<file path="config.mk">
export PLATFORM = sky130hd
export DESIGN_NAME = cfg_port_regs
export DESIGN_NICKNAME = d
export VERILOG_FILES = /design/src/rtl/cfgp_pkg.sv /design/src/rtl/cfgp_unlock.sv /design/src/rtl/cfgp_global.sv /design/src/rtl/cfgp_bank.sv /design/src/rtl/cfg_port_regs.sv
export SDC_FILE = /design/constraint.sdc
export NUM_CORES = 1
export LEC_CHECK = 0
export ABC_AREA = 1
export BUFFER_PORTS_ARGS = -buffer_cell sky130_fd_sc_hd__buf_2
export CAP_MARGIN = 20
export CORE_MARGIN = 2
export CORE_UTILIZATION = 45
export DETAILED_ROUTE_END_ITERATION = 16
export GPL_TIMING_DRIVEN = 0
export PLACE_DENSITY = 0.78
export SLEW_MARGIN = 10
export SYNTH_ARGS = -nofsm -noshare
export SYNTH_HDL_FRONTEND = slang
export SYNTH_SLANG_ARGS = --single-unit
export TNS_END_PERCENT = 50
</file>
<file path="constraint.sdc">
create_clock -name clk -period 2.5 [get_ports clk]
set_input_delay 0.375 -clock clk [delete_from_list [all_inputs] [get_ports clk]]
set_output_delay 0.375 -clock clk [all_outputs]
set_load 0.02 [all_outputs]
</file>
<file path="src/rtl/cfgp_pkg.sv">
package cfgp_pkg;

   localparam logic [7:0] IX_LDN     = 8'h07;
   localparam logic [7:0] IX_ID      = 8'h20;
   localparam logic [7:0] IX_REV     = 8'h21;
   localparam logic [7:0] IX_PWR     = 8'h22;
   localparam logic [7:0] IX_PM      = 8'h23;
   localparam logic [7:0] IX_OSC     = 8'h24;
   localparam logic [7:0] IX_BANK_LO = 8'h30;
   localparam logic [7:0] IX_ACT     = 8'h30;
   localparam logic [7:0] IX_BASE_HI = 8'h60;
   localparam logic [7:0] IX_BASE_LO = 8'h61;
   localparam logic [7:0] IX_IRQ_A   = 8'h70;
   localparam logic [7:0] IX_IRQ_B   = 8'h72;
   localparam logic [7:0] IX_DMA     = 8'h74;
   localparam logic [7:0] IX_FMODE   = 8'h90;
   localparam logic [7:0] IX_FOPT    = 8'h91;

   typedef struct packed {
      logic        act;
      logic [15:0] base;
      logic [7:0]  irq_a;
      logic [7:0]  irq_b;
      logic [7:0]  dma;
      logic [7:0]  fmode;
      logic [7:0]  fopt;
   } bank_cfg_t;

endpackage

</file>
<file path="src/rtl/cfgp_unlock.sv">
module cfgp_unlock #(
   parameter logic [7:0] KEY_OPEN  = 8'h55,
   parameter logic [7:0] KEY_CLOSE = 8'hAA
) (
   input  logic       clk,
   input  logic       rst_n,
   input  logic       idx_wr,
   input  logic [7:0] wdata,
   output logic       open
);

   logic armed;

   initial begin
      if (KEY_OPEN == KEY_CLOSE) $error("open and close keys must differ");
   end

   always_ff @(posedge clk) begin
      if (!rst_n) begin
         open  <= 1'b0;
         armed <= 1'b0;
      end else if (idx_wr) begin
         if (open) begin
            armed <= 1'b0;
            if (wdata == KEY_CLOSE) open <= 1'b0;
         end else if (wdata == KEY_OPEN) begin
            if (armed) begin
               open  <= 1'b1;
               armed <= 1'b0;
            end else begin
               armed <= 1'b1;
            end
         end else begin
            armed <= 1'b0;
         end
      end
   end


   open_rise_chk: assert property (@(posedge clk) disable iff (!rst_n)
      $rose(open) |-> $past(idx_wr && wdata == KEY_OPEN));


   broken_key_chk: assert property (@(posedge clk) disable iff (!rst_n)
      (idx_wr && !open && wdata != KEY_OPEN) |=> !open);


   close_key_chk: assert property (@(posedge clk) disable iff (!rst_n)
      (idx_wr && open && wdata == KEY_CLOSE) |=> !open);

endmodule

</file>
<file path="src/rtl/cfgp_global.sv">
module cfgp_global
   import cfgp_pkg::*;
#(
   parameter logic [7:0] ID_VALUE  = 8'h02,
   parameter logic [7:0] REV_VALUE = 8'h01,
   parameter int         PWR_BITS  = 6
) (
   input  logic                clk,
   input  logic                rst_n,
   input  logic                wr_en,
   input  logic [7:0]          idx,
   input  logic [7:0]          wdata,
   output logic [7:0]          ldn,
   output logic [PWR_BITS-1:0] pwr_en,
   output logic [7:0]          pm,
   output logic [7:0]          osc,
   output logic [7:0]          rd_val
);

   always_ff @(posedge clk) begin
      if (!rst_n) begin
         ldn    <= '0;
         pwr_en <= '0;
         pm     <= '0;
         osc    <= '0;
      end else if (wr_en) begin
         case (idx)
            IX_LDN:  ldn    <= wdata;
            IX_PWR:  pwr_en <= wdata[PWR_BITS-1:0];
            IX_PM:   pm     <= wdata;
            IX_OSC:  osc    <= wdata;
            default: ;
         endcase
      end
   end

   always_comb begin
      case (idx)
         IX_LDN:  rd_val = ldn;
         IX_ID:   rd_val = ID_VALUE;
         IX_REV:  rd_val = REV_VALUE;
         IX_PWR:  rd_val = 8'(pwr_en);
         IX_PM:   rd_val = pm;
         IX_OSC:  rd_val = osc;
         default: rd_val = 8'h00;
      endcase
   end


   ldn_write_chk: assert property (@(posedge clk) disable iff (!rst_n)
      (wr_en && idx == IX_LDN) |=> ldn == $past(wdata));


   pwr_write_chk: assert property (@(posedge clk) disable iff (!rst_n)
      (wr_en && idx == IX_PWR) |=> pwr_en == $past(wdata[PWR_BITS-1:0]));

endmodule

</file>
<file path="src/rtl/cfgp_bank.sv">
module cfgp_bank
   import cfgp_pkg::*;
#(
   parameter bit HAS_IRQ_B = 1'b0,
   parameter bit HAS_DMA   = 1'b0,
   parameter bit HAS_FDD   = 1'b0
) (
   input  logic       clk,
   input  logic       rst_n,
   input  logic       wr_en,
   input  logic [7:0] idx,
   input  logic [7:0] wdata,
   output bank_cfg_t  cfg,
   output logic [7:0] rd_val
);

   always_ff @(posedge clk) begin
      if (!rst_n) begin
         cfg.act   <= 1'b0;
         cfg.base  <= '0;
         cfg.irq_a <= '0;
      end else if (wr_en) begin
         case (idx)
            IX_ACT:     cfg.act        <= wdata[0];
            IX_BASE_HI: cfg.base[15:8] <= wdata;
            IX_BASE_LO: cfg.base[7:0]  <= wdata;
            IX_IRQ_A:   cfg.irq_a      <= wdata;
            default: ;
         endcase
      end
   end

   generate
      if (HAS_IRQ_B) begin : g_irq_b
         always_ff @(posedge clk) begin
            if (!rst_n)                         cfg.irq_b <= '0;
            else if (wr_en && idx == IX_IRQ_B)  cfg.irq_b <= wdata;
         end
      end else begin : g_no_irq_b
         assign cfg.irq_b = '0;
      end

      if (HAS_DMA) begin : g_dma
         always_ff @(posedge clk) begin
            if (!rst_n)                      cfg.dma <= '0;
            else if (wr_en && idx == IX_DMA) cfg.dma <= wdata;
         end
      end else begin : g_no_dma
         assign cfg.dma = '0;
      end

      if (HAS_FDD) begin : g_fdd
         always_ff @(posedge clk) begin
            if (!rst_n) begin
               cfg.fmode <= '0;
               cfg.fopt  <= '0;
            end else if (wr_en) begin
               if (idx == IX_FMODE) cfg.fmode <= wdata;
               if (idx == IX_FOPT)  cfg.fopt  <= wdata;
            end
         end
      end else begin : g_no_fdd
         assign cfg.fmode = '0;
         assign cfg.fopt  = '0;
      end
   endgenerate

   always_comb begin
      case (idx)
         IX_ACT:     rd_val = {7'b0, cfg.act};
         IX_BASE_HI: rd_val = cfg.base[15:8];
         IX_BASE_LO: rd_val = cfg.base[7:0];
         IX_IRQ_A:   rd_val = cfg.irq_a;
         IX_IRQ_B:   rd_val = cfg.irq_b;
         IX_DMA:     rd_val = cfg.dma;
         IX_FMODE:   rd_val = cfg.fmode;
         IX_FOPT:    rd_val = cfg.fopt;
         default:    rd_val = 8'h00;
      endcase
   end


   act_write_chk: assert property (@(posedge clk) disable iff (!rst_n)
      (wr_en && idx == IX_ACT) |=> cfg.act == $past(wdata[0]));


   base_hold_chk: assert property (@(posedge clk) disable iff (!rst_n)
      !wr_en |=> $stable(cfg.base));

endmodule

</file>
<file path="src/rtl/cfg_port_regs.sv">
module cfg_port_regs
   import cfgp_pkg::*;
#(
   parameter int         NUM_DEV   = 9,
   parameter int         PWR_BITS  = 6,
   parameter int         FDC_DEV   = 0,
   parameter int         PAR_DEV   = 3,
   parameter int         KBD_DEV   = 7,
   parameter logic [7:0] ID_VALUE  = 8'h02,
   parameter logic [7:0] REV_VALUE = 8'h01,
   parameter logic [7:0] KEY_OPEN  = 8'h55,
   parameter logic [7:0] KEY_CLOSE = 8'hAA
) (
   input  logic                    clk,
   input  logic                    rst_n,
   input  logic                    acc_stb,
   input  logic                    acc_we,
   input  logic                    acc_addr,
   input  logic [7:0]              acc_wdata,
   output logic [7:0]              acc_rdata,
   output logic                    cfg_open,
   output logic [NUM_DEV-1:0]      dev_active,
   output logic [16*NUM_DEV-1:0]   dev_base,
   output logic [8*NUM_DEV-1:0]    dev_irq,
   output logic [7:0]              kbd_irq2,
   output logic [7:0]              fdc_dma,
   output logic [7:0]              par_dma,
   output logic [7:0]              fdd_mode,
   output logic [7:0]              fdd_opt,
   output logic                    fdd_burst,
   output logic [PWR_BITS-1:0]     dev_pwr_en,
   output logic [7:0]              pm_cfg,
   output logic [7:0]              osc_cfg
);

   localparam logic [7:0] RD_LOCKED = 8'hFF;

   generate
      if (NUM_DEV < 1 || NUM_DEV > 16) begin : g_bad_ndev
         $error("NUM_DEV must be 1..16");
      end
      if (PWR_BITS < 1 || PWR_BITS > 8 || PWR_BITS > NUM_DEV) begin : g_bad_pwr
         $error("PWR_BITS must be 1..8 and not exceed NUM_DEV");
      end
      if (FDC_DEV >= NUM_DEV || PAR_DEV >= NUM_DEV || KBD_DEV >= NUM_DEV) begin : g_bad_slot
         $error("device slots must lie below NUM_DEV");
      end
   endgenerate

   logic              idx_wr, dat_wr, rd_req, in_bank;
   logic [7:0]        index_q;
   logic [7:0]        ldn;
   logic [7:0]        glob_rd;
   logic [7:0]        bank_rd_any;
   logic [NUM_DEV-1:0] bank_wr;
   logic [7:0]        bank_rd [NUM_DEV];
   bank_cfg_t         bank_cfg [NUM_DEV];

   assign idx_wr  = acc_stb && acc_we && !acc_addr;
   assign dat_wr  = acc_stb && acc_we && acc_addr && cfg_open;
   assign rd_req  = acc_stb && !acc_we;
   assign in_bank = (index_q >= IX_BANK_LO);

   cfgp_unlock #(
      .KEY_OPEN  (KEY_OPEN),
      .KEY_CLOSE (KEY_CLOSE)
   ) u_unlock (
      .clk    (clk),
      .rst_n  (rst_n),
      .idx_wr (idx_wr),
      .wdata  (acc_wdata),
      .open   (cfg_open)
   );

   always_ff @(posedge clk) begin
      if (!rst_n)
         index_q <= '0;
      else if (idx_wr && cfg_open && acc_wdata != KEY_CLOSE)
         index_q <= acc_wdata;
   end

   cfgp_global #(
      .ID_VALUE  (ID_VALUE),
      .REV_VALUE (REV_VALUE),
      .PWR_BITS  (PWR_BITS)
   ) u_global (
      .clk    (clk),
      .rst_n  (rst_n),
      .wr_en  (dat_wr && !in_bank),
      .idx    (index_q),
      .wdata  (acc_wdata),
      .ldn    (ldn),
      .pwr_en (dev_pwr_en),
      .pm     (pm_cfg),
      .osc    (osc_cfg),
      .rd_val (glob_rd)
   );

   generate
      for (genvar g = 0; g < NUM_DEV; g++) begin : g_bank
         logic [7:0] rd_raw;
         logic       sel;
         assign sel        = (ldn == 8'(g));
         assign bank_wr[g] = dat_wr && in_bank && sel;
         cfgp_bank #(
            .HAS_IRQ_B (g == KBD_DEV),
            .HAS_DMA   (g == FDC_DEV || g == PAR_DEV),
            .HAS_FDD   (g == FDC_DEV)
         ) u_bank (
            .clk    (clk),
            .rst_n  (rst_n),
            .wr_en  (bank_wr[g]),
            .idx    (index_q),
            .wdata  (acc_wdata),
            .cfg    (bank_cfg[g]),
            .rd_val (rd_raw)
         );
         assign bank_rd[g]           = sel ? rd_raw : 8'h00;
         assign dev_active[g]        = bank_cfg[g].act;
         assign dev_base[16*g +: 16] = bank_cfg[g].base;
         assign dev_irq[8*g +: 8]    = bank_cfg[g].irq_a;
      end
   endgenerate

   always_comb begin
      bank_rd_any = 8'h00;
      for (int k = 0; k < NUM_DEV; k++) bank_rd_any = bank_rd_any | bank_rd[k];
   end

   assign kbd_irq2  = bank_cfg[KBD_DEV].irq_b;
   assign fdc_dma   = bank_cfg[FDC_DEV].dma;
   assign par_dma   = bank_cfg[PAR_DEV].dma;
   assign fdd_mode  = bank_cfg[FDC_DEV].fmode;
   assign fdd_opt   = bank_cfg[FDC_DEV].fopt;
   assign fdd_burst = &bank_cfg[FDC_DEV].fmode[3:1];

   always_ff @(posedge clk) begin
      if (!rst_n)
         acc_rdata <= 8'h00;
      else if (rd_req) begin
         if (!cfg_open)      acc_rdata <= RD_LOCKED;
         else if (!acc_addr) acc_rdata <= index_q;
         else if (in_bank)   acc_rdata <= bank_rd_any;
         else                acc_rdata <= glob_rd;
      end
   end


   locked_read_chk: assert property (@(posedge clk) disable iff (!rst_n)
      (rd_req && !cfg_open) |=> acc_rdata == RD_LOCKED);


   locked_write_chk: assert property (@(posedge clk) disable iff (!rst_n)
      (acc_stb && acc_we && acc_addr && !cfg_open) |=>
         ($stable(dev_active) && $stable(dev_pwr_en) && $stable(dev_base)));


   rdata_hold_chk: assert property (@(posedge clk) disable iff (!rst_n)
      !rd_req |=> $stable(acc_rdata));


   one_bank_chk: assert property (@(posedge clk) disable iff (!rst_n)
      $onehot0(bank_wr));

endmodule

</file>
* Yosys cells after proc, flatten, opt, wreduce, memory -nomap -nowiden
Index checks and enable logic that the tools add are counted.
** Cells by class
- Equality and inequality tests :: 25
- Bitwise operators :: 8
- Reduce and logical (&&, ||, !) cells :: 68
- $lt $le $gt $ge :: 1
- Multiplexer cells :: 29
** Operators by type and width (count)
- 8-bit case mux with 4 select lines :: 6
- 8-bit two-way mux :: 12
- 2-bit AND reduction :: 42
- 8-bit case mux with 5 select lines :: 2
- 8-bit OR :: 8
- 8-bit case mux with 7 select lines :: 1
- 8-bit by 6-bit equality test with 1-bit output (second input constant) :: 6
- 8-bit by 7-bit equality test with 1-bit output (second input constant) :: 6
- 8-bit case mux with 6 select lines :: 1
- 8-bit by 3-bit equality test with 1-bit output (second input constant) :: 5
- 8-bit equality test (second input constant) :: 3
- 1-bit logical AND :: 21
- 8-bit by 2-bit equality test with 1-bit output (second input constant) :: 2
- 8-bit by 1-bit equality test with 1-bit output (second input constant) :: 1
- 8-bit by 4-bit equality test with 1-bit output (second input constant) :: 1
- 8-bit by 6-bit >= comparator with 1-bit output (second input constant) :: 1
- 8-bit logical NOT :: 1
- 8-bit != test (second input constant) :: 1
- 1-bit two-way mux :: 7
- 1-bit logical NOT :: 3
- 3-bit AND reduction :: 1
** Storage, ports and cells
- Word-level logic and storage cells :: 180
- Output and inout port bits :: 297
- Bits in registers :: 313
- Input port bits :: 13

* Depth between registers and ports, before layout
- Word-level depth :: 14
- Depth in mapped cells :: 15
- Mapped depth without buffers :: 15

* Modules after synthesis
From an unflattened synthesis, not the netlist that was laid out.
** Second synthesis, totals
- Cells, all modules :: 3420
- Area total of the unflattened synthesis :: 20930.1 um^2
** Modules (own cells, without submodules)
- cfgp_bank (g_bank[1].u_bank ...) :: cells each 279, area each 1727.9 um^2, instances 6, seq. area each 500.5 um^2
- cfgp_bank (g_bank[0].u_bank) :: cells each 467, area each 2797.7 um^2, instances 1, seq. area each 980.9 um^2
- cfgp_bank (g_bank[7].u_bank) :: cells each 343, area each 2134.5 um^2, instances 1, seq. area each 660.6 um^2
- cfgp_bank (g_bank[3].u_bank) :: cells each 313, area each 1961.9 um^2, instances 1, seq. area each 660.6 um^2
- cfgp_global :: cells each 294, area each 1801.7 um^2, instances 1, seq. area each 600.6 um^2
- cfg_port_regs :: cells each 300, area each 1704.1 um^2, instances 1, seq. area each 320.3 um^2
- cfgp_unlock :: cells each 29, area each 162.7 um^2, instances 1, seq. area each 40.0 um^2

* Worst setup path after synthesis
No wires, ideal clock.
- Path type :: register to register
- Start point :: register u_unlock.open
- End point :: register g_bank[3].u_bank.cfg[36] (netlist name)
- Required time :: 2.381 ns
- Path buffers :: 2
- Arrival :: 1.730 ns
- Stages on the path, launching flop included :: 10
- Period minus slack after synthesis :: 1.849 ns
- Setup time :: 0.119 ns
- Slack :: 0.651 ns
- Cell sequence :: dfxtp_1 > inv_1 > nor3_4 > nand2_2 > nor2_1 > buf_2 > nand2_1 > buf_2 > o21ai_0 > a21oi_1
** Between the ends
- Word-level cells in the longest chain between the ends :: 4
** Ends and longest elaborated chain
- start, declared :: RTL line cfgp_unlock.sv:9 : output logic open
- start signal, assigned :: RTL line cfgp_unlock.sv:20 : open <= 1'b0;
- start signal, assigned :: RTL line cfgp_unlock.sv:25 : if (wdata == KEY_CLOSE) open <= 1'b0;
- start signal, assigned :: RTL line cfgp_unlock.sv:28 : open <= 1'b1;
- 1-bit logical AND :: RTL line cfg_port_regs.sv:60 : assign dat_wr = acc_stb && acc_we && acc_addr && cfg_open;
- 1-bit logical AND (2 in series) :: RTL line cfg_port_regs.sv:104 : assign bank_wr[g] = dat_wr && in_bank && sel;
- 2-bit AND reduction (no source line)
- end, declared :: RTL line cfgp_bank.sv:13 : output bank_cfg_t cfg,
Every way passes these cells.
A chain may end at the register's enable or synchronous reset.

* Worst setup path in the final report
- Start point :: register index_q[2]
- End point :: register acc_rdata[5]
** Between the ends
- Word-level cells in the longest chain between the ends :: 14
- Elaborated cells between the ends (all ways) :: 45
- Those cells by class :: 1 x order compare; 14 x eq/ne; 22 x mux; 8 x bitwise
** Ends and longest elaborated chain
- start, declared :: RTL line cfg_port_regs.sv:51 : logic [7:0] index_q;
- start signal, assigned :: RTL line cfg_port_regs.sv:79 : index_q <= acc_wdata;
- 8-bit equality test (tied with other cells) :: RTL line cfgp_bank.sv:69 : case (idx)
- 8-bit case mux with 7 select lines or 8-bit case mux with 4 select lines (tied branches) :: RTL line cfgp_bank.sv:69
- 8-bit two-way mux :: RTL line cfg_port_regs.sv:118 : assign bank_rd[g] = sel ? rd_raw : 8'h00;
- 8-bit OR (8 in series) :: RTL line cfg_port_regs.sv:127 : for (int k = 0; k < NUM_DEV; k++) bank_rd_any = bank_rd_any | bank_rd[k];
- 8-bit two-way mux (*) :: RTL line cfg_port_regs.sv:143 : else if (in_bank) acc_rdata <= bank_rd_any;
- 8-bit two-way mux (*) :: RTL line cfg_port_regs.sv:142 : else if (!acc_addr) acc_rdata <= index_q;
- 8-bit two-way mux (*) :: RTL line cfg_port_regs.sv:141 : if (!cfg_open) acc_rdata <= RD_LOCKED;
- end signal, assigned :: RTL line cfg_port_regs.sv:142
- end signal, assigned :: RTL line cfg_port_regs.sv:143
- end signal, assigned :: RTL line cfg_port_regs.sv:144 : else acc_rdata <= glob_rd;
- end, declared :: RTL line cfg_port_regs.sv:20 : output logic [7:0] acc_rdata,
Every way passes the cells marked *; elsewhere a longest branch is shown, timed or not.

==> flow_metrics.py <==
metrics = {
    "outcome": {
        "status": "complete, but fails checks",
        "failed_checks": "setup timing",
    },
    "yosys": {
        "yosysUniqueCellTypes": 34,
        "ys_async_sr_fraction": 0,
        "synthesis.nets": 2076,
        "ys_ff_latch": 313,
        "synth_cells": 2063,
        "yosysSeqAreaShare": 0.439,
        "synth_edf_count": 0,
        "yosys_warnings": 0,
        "syn_area_per_cell_um2": 6.93,
        "dominantRegCellSynth": "dfxtp_1",
        "syn_area_um2": 14300,
    },
    "sta": {
        "skew_ns": 0.0225,
        "final_hold_viol_count": 0,
        "final_max_slew_viol_count": 0,
        "tightest_slew_ns": 1.15,
        "setup_viol": 1,
        "fin_crit_ns": 2.50,
        "timing.final.crit_share": 1.00,
        "setup_slack_ns": -0.00195,
        "fmax_mhz": 400,
        "timing.slew.headroom": 0.234,
    },
    "setup_path": {
        "crit_type": "reg -> reg",
        "start_kind": "flop",
        "crit_fanout": 10,
        "arrival_ns": 2.92,
        "end_kind": "flop",
        "crit_required_ns": 2.92,
    },
    "route": {
        "dr.max_layer_used": "met4",
        "dr_wl_met3_um": 9110,
        "drc": 0,
        "routed_via_density": 6.01,
        "vias": 17039,
        "drtIter0Drc": 2140,
        "wl_met1_um": 24800,
        "route.detailed.wl_per_inst_um": 23.6,
        "firstDrtPassIters": 6,
        "ant_nets": 0,
        "routed-wl-met2_um": 28700,
        "finalWirelength_um": 66900,
    },
    "final_layout": {
        "nets": 2423,
        "antenna_cells": 0,
        "area_growth_syn_to_layout_pct": 23.3,
        "final_cell_area_um2": 17600,
        "drive_above_1_share": 0.209,
    },
    "floorplanning": {
        "ios": 310,
        "die-height_um": 182,
        "start_util": 0.455,
        "die-area_um2": 33200,
        "die_x_um": 182,
        "rows": 65,
        "core_um2": 31400,
    },
    "global_routing": {
        "grt_overflow_total": 0,
        "first_global_vias": 15402,
        "grt_max_degree": 15,
        "grt_antenna_before_repair": 1,
        "grt_use_total": 0.388,
        "grt_pass1_wl_um": 96400,
    },
    "clock_network": {
        "clock-sinks": 313,
        "clock-root-buffer": "clkbuf_16",
        "htree_levels": 2,
        "numCtsBuffers": 35,
        "path_clk_slew_ns": 0.06,
        "cts_tree": "built",
        "ctsHoldBuffers": 0,
        "worstSkewPairLatency_ns": 0.55,
        "clk_path_buf_depth": 3,
    },
    "pwr": {
        "vdd_drop_max_mv": 0.410,
        "p_per_area_nw_per_um2": 602,
        "p_leak_uw": 0.00749,
        "power.total_uw": 10600,
    },
    "placement": {
        "dp_hpwl_um": 49100,
        "io_buffers": 306,
        "dp_slack_ns": -0.245,
        "gp_congestion": 1.02,
        "dpl_cell_area_um2": 16300,
    },
    "hold_path": {
        "hold_path_class": "in -> reg",
    },
    "job": {
        "drv_cap": 0,
    },
}
## cells in the final DEF, fill, tap and decap left out, types with 11 or more instances in the layout
master and instances:
a21oi_1 320, buf_2 356, buf_4 24, clkbuf_1 72, clkbuf_16 35, dfxtp_1 312, inv_1 123, inv_2 15
nand2_1 538, nand2_2 11, nand3_1 253, nor2_1 69, nor2_2 13, nor2_4 11, o21ai_0 184
## what timing repair did
action                                  in CTS  in global routing
pin swaps                                    0                  4
gates resized for setup                      5                 25
endpoints found under the setup margin      25                 51
setup buffers                                0                  4
## layout make-up
class,instances,area (µm²)
sequential,313,6270
clock inverter,13,158
multi-input combinational,1464,6890
timing repair buffer,310,1590
inverter,141,529
clock buffer,46,967
buffer,145,721
tap,402,503
fill,3064,13800
## cells in the mapped netlist, types with 9 or more instances
master | count | area share
nor2_4 | 10 | 0.0079
o22ai_1 | 9 | 0.0039
nand3_1 | 254 | 0.089
buf_4 | 20 | 0.011
inv_2 | 15 | 0.0039
a21oi_1 | 320 | 0.11
clkbuf_1 | 67 | 0.018
dfxtp_1 | 313 | 0.44
nand2_2 | 12 | 0.0053
nor3_1 | 12 | 0.0042
buf_2 | 54 | 0.019
nand2_1 | 539 | 0.14
nor2_1 | 75 | 0.020
o21ai_0 | 184 | 0.064
inv_1 | 123 | 0.032
## power by group
part | internal (µW) | switching [µW] | leakage, µW
logic | 55.0 | 318 | 0.00442
registers | 5000 | 4.30 | 0.00252
clock network | 3040 | 2200 | 0.000554
total | 8090 | 2520 | 0.00749
## through the flow
stage | util | std cells | hold WS, ns | TNS (ns)
global route | 0.561 | 2834 | 0.182 | -0.0138
global placement | 0.520 | 2771 | 0.451 | -1.16
finish | 0.561 | 2834 | 0.174 | -0.00195
detailed placement | 0.520 | 2771 | 0.457 | -1.59
CTS | 0.556 | 2830 | 0.168 | 0
floorplan | - | 2063 | 0.480 | 0
## registers in the layout, summed over array words and instances (netlist names)
register and flops:
g_bank.u_bank.cfg 265, acc_rdata 8, index_q 8, u_global.ldn 8
u_global.osc 8, u_global.pm 8, u_global.pwr_en 6, u_unlock.armed 1
u_unlock.open 1
## per-layer routing
metal | up-vias | global-route usage
li1 | 7550 | -
met1 | 7839 | 0.504
met2 | 1394 | 0.586
met3 | 256 | 0.0948
met4 | 0 | 0.227
met5 | - | 0
## cells by family after synthesis
group	Yosys count	synth area share
AND/OR/NAND/NOR	926	0.282
buffers and inverters	286	0.0867
AO/OA/AOI/OAI	538	0.193
flip-flops	313	0.439
## path summary, 6_finish.rpt
check	start	end	slack, ns	cells past startpoint
setup / recovery	index_q[2]$_SDFFE_PN0P_	acc_rdata[5]$_SDFFE_PN0P_	-0.002	12
hold / removal	acc_addr	acc_rdata[1]$_SDFFE_PN0P_	0.17	3
setup reg to reg	index_q[2]$_SDFFE_PN0P_	acc_rdata[5]$_SDFFE_PN0P_	-0.002	12
hold reg to reg	g_bank[4].u_bank.cfg[50]$_SDFFE_PN0P_	g_bank[4].u_bank.cfg[50]$_SDFFE_PN0P_	0.47	2
## critical path: stages, from the launching register on
cell	delay (ns)
dfxtp_1	0.43
nor2_2	0.10
nand2_4	0.16
inv_2	0.12
nand2_1	0.23
buf_4	0.30
o211ai_1	0.23
nand2_1	0.11
nand2_1	0.11
nor3_4	0.26
nand3_1	0.17
nand2_1	0.09
a21oi_1	0.06
Power figures use the tool's default switching activity.
